**config.mk**
```make
export PLATFORM = sky130hd
export DESIGN_NAME = burst_latency_ctrl
export DESIGN_NICKNAME = d
export VERILOG_FILES = /design/src/rtl/blc_pkg.sv /design/src/rtl/blc_cfg_reg.sv /design/src/rtl/blc_lat_timer.sv /design/src/rtl/blc_beat_seq.sv /design/src/rtl/burst_latency_ctrl.sv
export SDC_FILE = /design/constraint.sdc
export NUM_CORES = 1
export LEC_CHECK = 0
export ABC_AREA = 1
export BUFFER_PORTS_ARGS = -buffer_cell sky130_fd_sc_hd__buf_2
export CORE_ASPECT_RATIO = 2
export CORE_UTILIZATION = 45
export DETAILED_ROUTE_END_ITERATION = 16
export HOLD_SLACK_MARGIN = 0.1
export PLACE_DENSITY = 0.66
export SLEW_MARGIN = 20
export SYNTH_ARGS = -nofsm -noshare
export SYNTH_HDL_FRONTEND = slang
export SYNTH_SLANG_ARGS = --single-unit
```
**constraint.sdc**
```tcl
create_clock -name clk -period 1.5 [get_ports clk]
set_input_delay 0.075 -clock clk [delete_from_list [all_inputs] [get_ports clk]]
set_output_delay 0.075 -clock clk [all_outputs]
set_load 0.02 [all_outputs]
```
**src/rtl/blc_pkg.sv**
```systemverilog
package blc_pkg;

    localparam int CODE_W = 3;

    typedef logic [CODE_W-1:0] wcode_t;

    typedef struct packed {
        wcode_t wait_code;
        logic   cross_wait;
        logic   full_rate;
    } blc_cfg_t;

    localparam wcode_t   RESET_CODE = 3'd5;
    localparam blc_cfg_t RESET_CFG  = '{wait_code: RESET_CODE, cross_wait: 1'b1, full_rate: 1'b1};

    typedef enum logic [0:0] {
        SEQ_IDLE = 1'b0,
        SEQ_XFER = 1'b1
    } seq_state_e;

    function automatic logic code_reserved(wcode_t c);
        return c > 3'd5;
    endfunction

    function automatic logic [2:0] code_cycles(wcode_t c);
        return c + 3'd2;
    endfunction

endpackage

```
**src/rtl/blc_cfg_reg.sv**
```systemverilog
module blc_cfg_reg
    import blc_pkg::*;
(
    input  logic     clk,
    input  logic     rst,
    input  logic     wr,
    input  blc_cfg_t wdata,
    output blc_cfg_t cfg_q
);

    always_ff @(posedge clk) begin
        if (rst) begin
            cfg_q <= RESET_CFG;
        end else if (wr) begin
            if (!code_reserved(wdata.wait_code)) begin
                cfg_q.wait_code <= wdata.wait_code;
            end
            cfg_q.cross_wait <= wdata.cross_wait;
            cfg_q.full_rate  <= wdata.full_rate;
        end
    end


    reserved_keep_chk: assert property (@(posedge clk) disable iff (rst)
        (wr && code_reserved(wdata.wait_code)) |=> (cfg_q.wait_code == $past(cfg_q.wait_code)));

endmodule

```
**src/rtl/blc_lat_timer.sv**
```systemverilog
module blc_lat_timer
    import blc_pkg::*;
(
    input  logic     clk,
    input  logic     rst,
    input  logic     start,
    input  wcode_t   code,
    output logic     lat_done,
    output logic     early_rdy
);

    logic [2:0] cnt_q;
    logic       active_q;
    logic       min_lat_q;

    always_ff @(posedge clk) begin
        if (rst) begin
            cnt_q     <= '0;
            active_q  <= 1'b0;
            min_lat_q <= 1'b0;
        end else if (start) begin
            cnt_q     <= code_cycles(code) - 3'd1;
            active_q  <= 1'b1;
            min_lat_q <= (code == 3'd0);
        end else if (active_q) begin
            if (cnt_q == 3'd1) begin
                active_q <= 1'b0;
            end else begin
                cnt_q <= cnt_q - 3'd1;
            end
        end
    end

    assign lat_done  = active_q && (cnt_q == 3'd1);
    assign early_rdy = lat_done && !min_lat_q;


    start_arms_chk: assert property (@(posedge clk) disable iff (rst)
        start |=> active_q);


    min_lat_no_early_chk: assert property (@(posedge clk) disable iff (rst)
        (start && code == 3'd0) |=> !early_rdy);

endmodule

```
**src/rtl/blc_beat_seq.sv**
```systemverilog
module blc_beat_seq
    import blc_pkg::*;
#(
    parameter int AW        = 16,
    parameter int BURST_LEN = 20,
    parameter int BND_BITS  = 4
) (
    input  logic          clk,
    input  logic          rst,
    input  logic          abort,
    input  logic          load,
    input  logic [AW-1:0] base_addr,
    input  logic          cross_wait,
    input  logic          full_rate,
    output logic          beat,
    output logic [AW-1:0] addr_o
);

    localparam int LW = $clog2(BURST_LEN + 1);

    seq_state_e    st_q;
    logic [LW-1:0] left_q;
    logic          gap_q;
    logic          bwait_q;
    logic [AW-1:0] nxt;
    logic          nxt_on_bnd;

    assign nxt        = addr_o + AW'(1);
    assign nxt_on_bnd = (nxt[BND_BITS-1:0] == '0);
    assign beat       = (st_q == SEQ_XFER) && !gap_q && !bwait_q;

    always_ff @(posedge clk) begin
        if (rst || abort) begin
            st_q    <= SEQ_IDLE;
            left_q  <= '0;
            gap_q   <= 1'b0;
            bwait_q <= 1'b0;
            addr_o  <= '0;
        end else if (load) begin
            st_q    <= SEQ_XFER;
            left_q  <= LW'(BURST_LEN);
            gap_q   <= 1'b0;
            bwait_q <= 1'b0;
            addr_o  <= base_addr;
        end else if (st_q == SEQ_XFER) begin
            if (bwait_q) begin
                bwait_q <= 1'b0;
            end else if (gap_q) begin
                gap_q <= 1'b0;
            end else if (left_q == LW'(1)) begin
                st_q <= SEQ_IDLE;
            end else begin
                addr_o  <= nxt;
                left_q  <= left_q - LW'(1);
                gap_q   <= !full_rate;
                bwait_q <= cross_wait && nxt_on_bnd;
            end
        end
    end


    addr_step_chk: assert property (@(posedge clk) disable iff (rst)
        (beat && !abort) |=> (!beat || addr_o == $past(addr_o) + AW'(1)));


    half_rate_gap_chk: assert property (@(posedge clk) disable iff (rst)
        (beat && !full_rate && !abort) |=> !beat);

endmodule

```
**src/rtl/burst_latency_ctrl.sv**
```systemverilog
module burst_latency_ctrl
    import blc_pkg::*;
#(
    parameter int AW        = 16,
    parameter int BURST_LEN = 20,
    parameter int BND_BITS  = 4
) (
    input  logic          clk,
    input  logic          rst,
    input  logic          addr_strobe_n,
    input  logic [AW-1:0] start_addr,
    input  logic          cfg_wr,
    input  logic [2:0]    cfg_wait,
    input  logic          cfg_cross_wait,
    input  logic          cfg_full_rate,
    output logic          ready,
    output logic          data_valid,
    output logic [AW-1:0] word_addr
);

    blc_cfg_t      cfg_q;
    blc_cfg_t      cfg_wdata;
    blc_cfg_t      snap_q;
    logic [AW-1:0] snap_addr_q;
    logic          start;
    logic          lat_done;
    logic          early_rdy;
    logic          beat;

    assign start     = !addr_strobe_n;
    assign cfg_wdata = '{wait_code: cfg_wait, cross_wait: cfg_cross_wait, full_rate: cfg_full_rate};

    blc_cfg_reg u_cfg (
        .clk   (clk),
        .rst   (rst),
        .wr    (cfg_wr),
        .wdata (cfg_wdata),
        .cfg_q (cfg_q)
    );

    always_ff @(posedge clk) begin
        if (rst) begin
            snap_q      <= RESET_CFG;
            snap_addr_q <= '0;
        end else if (start) begin
            snap_q      <= cfg_q;
            snap_addr_q <= start_addr;
        end
    end

    blc_lat_timer u_timer (
        .clk       (clk),
        .rst       (rst),
        .start     (start),
        .code      (cfg_q.wait_code),
        .lat_done  (lat_done),
        .early_rdy (early_rdy)
    );

    blc_beat_seq #(
        .AW        (AW),
        .BURST_LEN (BURST_LEN),
        .BND_BITS  (BND_BITS)
    ) u_seq (
        .clk        (clk),
        .rst        (rst),
        .abort      (start),
        .load       (lat_done),
        .base_addr  (snap_addr_q),
        .cross_wait (snap_q.cross_wait),
        .full_rate  (snap_q.full_rate),
        .beat       (beat),
        .addr_o     (word_addr)
    );

    assign data_valid = beat;
    assign ready      = beat || early_rdy;


    valid_has_ready_chk: assert property (@(posedge clk) disable iff (rst)
        data_valid |-> ready);


    early_ready_then_data_chk: assert property (@(posedge clk) disable iff (rst)
        (ready && !data_valid && !start) |=> data_valid);


    boundary_wait_chk: assert property (@(posedge clk) disable iff (rst)
        (data_valid && snap_q.cross_wait && word_addr[BND_BITS-1:0] == '1 && !start)
            |=> (!data_valid && !ready));

endmodule

```
==> results_dict.tcl <==
set metrics [dict create \
    status "complete, no violations" \
    syn_inst 352 \
    final_area_sq_mm 0.003431 \
    insertedDiodeCount 0 \
    hold_viol 0 \
    vias 2574 \
    critPathLaunch "u_timer.cnt_q[0]$_SDFFE_PP0P_" \
    r2r_setup_slack_ns 0.09 \
    critPathMostFrequentCell "buf_6" \
    start_util_pct 47.19 \
    gp_congestion 0.8595 \
    final_cells 500 \
    p_per_area_mw_per_mm2 778.7 \
    yosysSeqAreaShare_pct 40.00 \
    final_util_pct 62.21 \
    cp_top_family "flip-flops" \
    worstSetupPathType "flop to output port" \
    path_buf_inv 2 \
    die_h_um 109.6 \
    hold_class "flop to flop" \
    clock_sinks 52 \
    cts.clk_slew.worst_paths_ns 0.11 \
    cts_root_buf "clkbuf_8" \
    final_nets 471 \
    setup_violations 0 \
    holdPathStages 2 \
    viasPerCell 5.148 \
    setup_ws_ns 0.06884 \
    grt_pass1_vias 2513 \
    synthTopCellsByArea "dfxtp_1 (40%), nand2_1 (11%), inv_1 (6.5%)" \
    max_stage_delay_ns 0.39 \
    ys_warn_count 0 \
    avgSynthCellArea_sq_um 7.393 \
    yosysMostFrequentCell "nand2_1" \
    synth-async-reset-ratio_pct 0 \
    drc 0 \
    first_pass_iters 4 \
    yosys-top-cells-count "nand2_1 (79), dfxtp_1 (52), inv_1 (45)" \
    drt_wl_total_um 6754 \
    wl_per_cell_um 13.51 \
    rows 38 \
    hpwl_um 4849 \
    path_cells "ha_4, nand3_4, buf_6, o21ai_4, buf_6" \
    core_area_sq_mm 0.005515 \
    synth_top_area_share_pct 40.00 \
    die_area_sq_mm 0.006110 \
    period_share_pct 95.41 \
    place_ws_ns 0.01959 \
    io_pins 43 \
    dpl.cell_count 461 \
    worst_setup_path_start_kind "flop" \
    detail-route-antenna-nets 0 \
    overflow 0 \
    synthFlopType "dfxtp_1" \
    cts_buffers 5 \
    cp-end-kind "output port" \
    clk_latency_ns 0.32 \
    antenna_found_initial 0 \
    irDropWorstVdd_mv 0.8273 \
    grtUsageTotal_pct 22.73 \
    cap_violations 0 \
    synth_top_cell_by_area "dfxtp_1" \
    cts_tree "yes" \
    maxSlewHeadroom_pct 77.23 \
    finalCriticalPeriod_ns 1.431 \
    fin_skew_ns 0.01128 \
    grt_pass1_wl_um 10890 \
    synth_nets 384 \
    cpMaxStageDelayCell "dfxtp_4" \
    synth_cell_types 33 \
    cp_max_fo 5 \
    htreeDepth 2 \
    grt_max_degree 19 \
    power_leakage_nw 1.450 \
    port_buffers 42 \
    max_slew.worst_pin.slew_ns 0.3410 \
    crit_arrival_ns 1.36 \
    cp.depth 5 \
    clk_path_buf_depth 2 \
    area_growth_pct 31.83 \
    hp-start "snap_q[0]$_SDFFE_PP1N_" \
    synth_edf_count 0 \
    clock.fmax_mhz 698.7 \
    ys_ff_latch 52 \
    drv_slew 0 \
    cp.required_ns 1.42 \
    reg2reg_from "u_seq.left_q[1]$_SDFFE_PP0P_" \
    holdPathEnd "snap_q[0]$_SDFFE_PP1N_" \
    chipWidth_um 55.78 \
    drive_gt1_share_pct 25.91 \
    reg2reg_depth 8 \
    syn_area_sq_mm 0.002602 \
    place_area_sq_mm 0.002952 \
    rr_endpoint "u_seq.bwait_q$_SDFFE_PP0P_" \
    drt_iter0_markers 78 \
]
==> routing by layer <==
metal / track usage (%) / part of all wire [%] / vias to the layer above
met5: 0 / 0 / -
met4: 11.61 / 3.5 / 0
met3: 3.647 / 2.9 / 17
met2: 44.32 / 55 / 51
met1: 22.66 / 38 / 1191
li1: - / - / 1315
==> layout make-up <==
cell class,count,area [sq um]
Inverter,51,191.4
Sequential cell,52,1059
Tap cell,60,75.07
Clock buffer,5,68.82
Clock inverter,3,27.53
Multi-Input combinational cell,244,1401
Timing Repair Buffer,85,608.1
Fill cell,518,2085
==> power breakdown <==
group          total [W]  internal (W)  switching (W)
Clock           0.000862      0.000344       0.000519
Sequential       0.00147       0.00143      0.0000373
Combinational   0.000339      0.000164       0.000175
Total            0.00267       0.00194       0.000731
==> sequential cells by signal, indices dropped and copies added (netlist names) <==
signal / flops
u_timer.min_lat_q: 1
snap_q: 2
u_seq.gap_q: 1
u_seq.left_q: 5
u_timer.cnt_q: 3
u_seq.st_q: 1
u_seq.bwait_q: 1
u_cfg.cfg_q: 5
u_seq.addr_o: 16
u_timer.active_q: 1
snap_addr_q: 16
==> cell usage in the layout (no fill, tap or decap), types with 3 or more instances in the layout <==
cell and n:
nand3_1 21, nor3_1 3, a31oi_1 6, nand2_1 79, nor2_4 7, o21ai_1 6
ha_1 5, dfxtp_2 5, dfxtp_4 3, inv_1 43, a22o_1 11, xor2_1 7
buf_2 41, a21oi_2 4, clkbuf_8 5, dfxtp_1 44, buf_4 16, nor2_2 4
nand4_1 4, o22ai_1 3, a21oi_1 11, nand2_2 4, o21ai_0 16, nor2_1 34
nand2_4 4, dlygate4sd3_1 26, inv_2 8
==> through the flow <==
stage,total power [W],hold WS (ns),setup TNS (ns)
6_report,0.002671,0.4600,0
5_1_grt,0.002787,0.4988,-0.04966
4_1_cts,0.002672,0.4599,0
3_5_place_dp,0.001770,0.2813,0
3_3_place_gp,0.001765,0.2752,0
2_1_floorplan,0.001667,0.1474,0
==> worst max path at each step <==
stage                                               end  slack (ns)
after floorplan            u_seq.addr_o[8]$_SDFFE_PP0P_        0.03
after detailed placement   u_seq.addr_o[7]$_SDFFE_PP0P_        0.02
after CTS                  u_seq.addr_o[7]$_SDFFE_PP0P_        0.01
final                                             ready        0.07
after global routing         u_seq.bwait_q$_SDFFE_PP0P_       -0.05
after global placement    u_seq.addr_o[11]$_SDFFE_PP0P_        0.06
==> worst reg2reg max path, delay by kind of cell (launching register included) <==
family	cells	cell delay, ns
AO/OA/AOI/OAI	2	0.40
AND/OR/NAND/NOR	2	0.14
adder cells (fa/ha/maj)	1	0.18
buffers and inverters	3	0.27
flip-flops	1	0.34
==> timing repair <==
item / 4_1_cts / 5_1_grt
resized for setup: 8 / 21
pin swaps: 0 / 4
setup endpoints to repair: 1 / 21
gates cloned: 0 / 2
hold endpoints to repair: 23 / 0
hold buffers: 26 / 0
buffers inserted: 0 / 3
==> cells by family (layout without fill, tap and decap cells) <==
| group | Yosys count | in the layout | synth area share, % |
|---|---|---|---|
| compound gates | 66 | 66 | 16.59 |
| xor+xnor | 7 | 7 | 2.356 |
| simple gates | 162 | 164 | 28.75 |
| buf+inv | 58 | 144 | 8.942 |
| fa+ha+maj | 7 | 7 | 3.365 |
| flops | 52 | 52 | 40.00 |
Power figures use the tool's default switching activity.
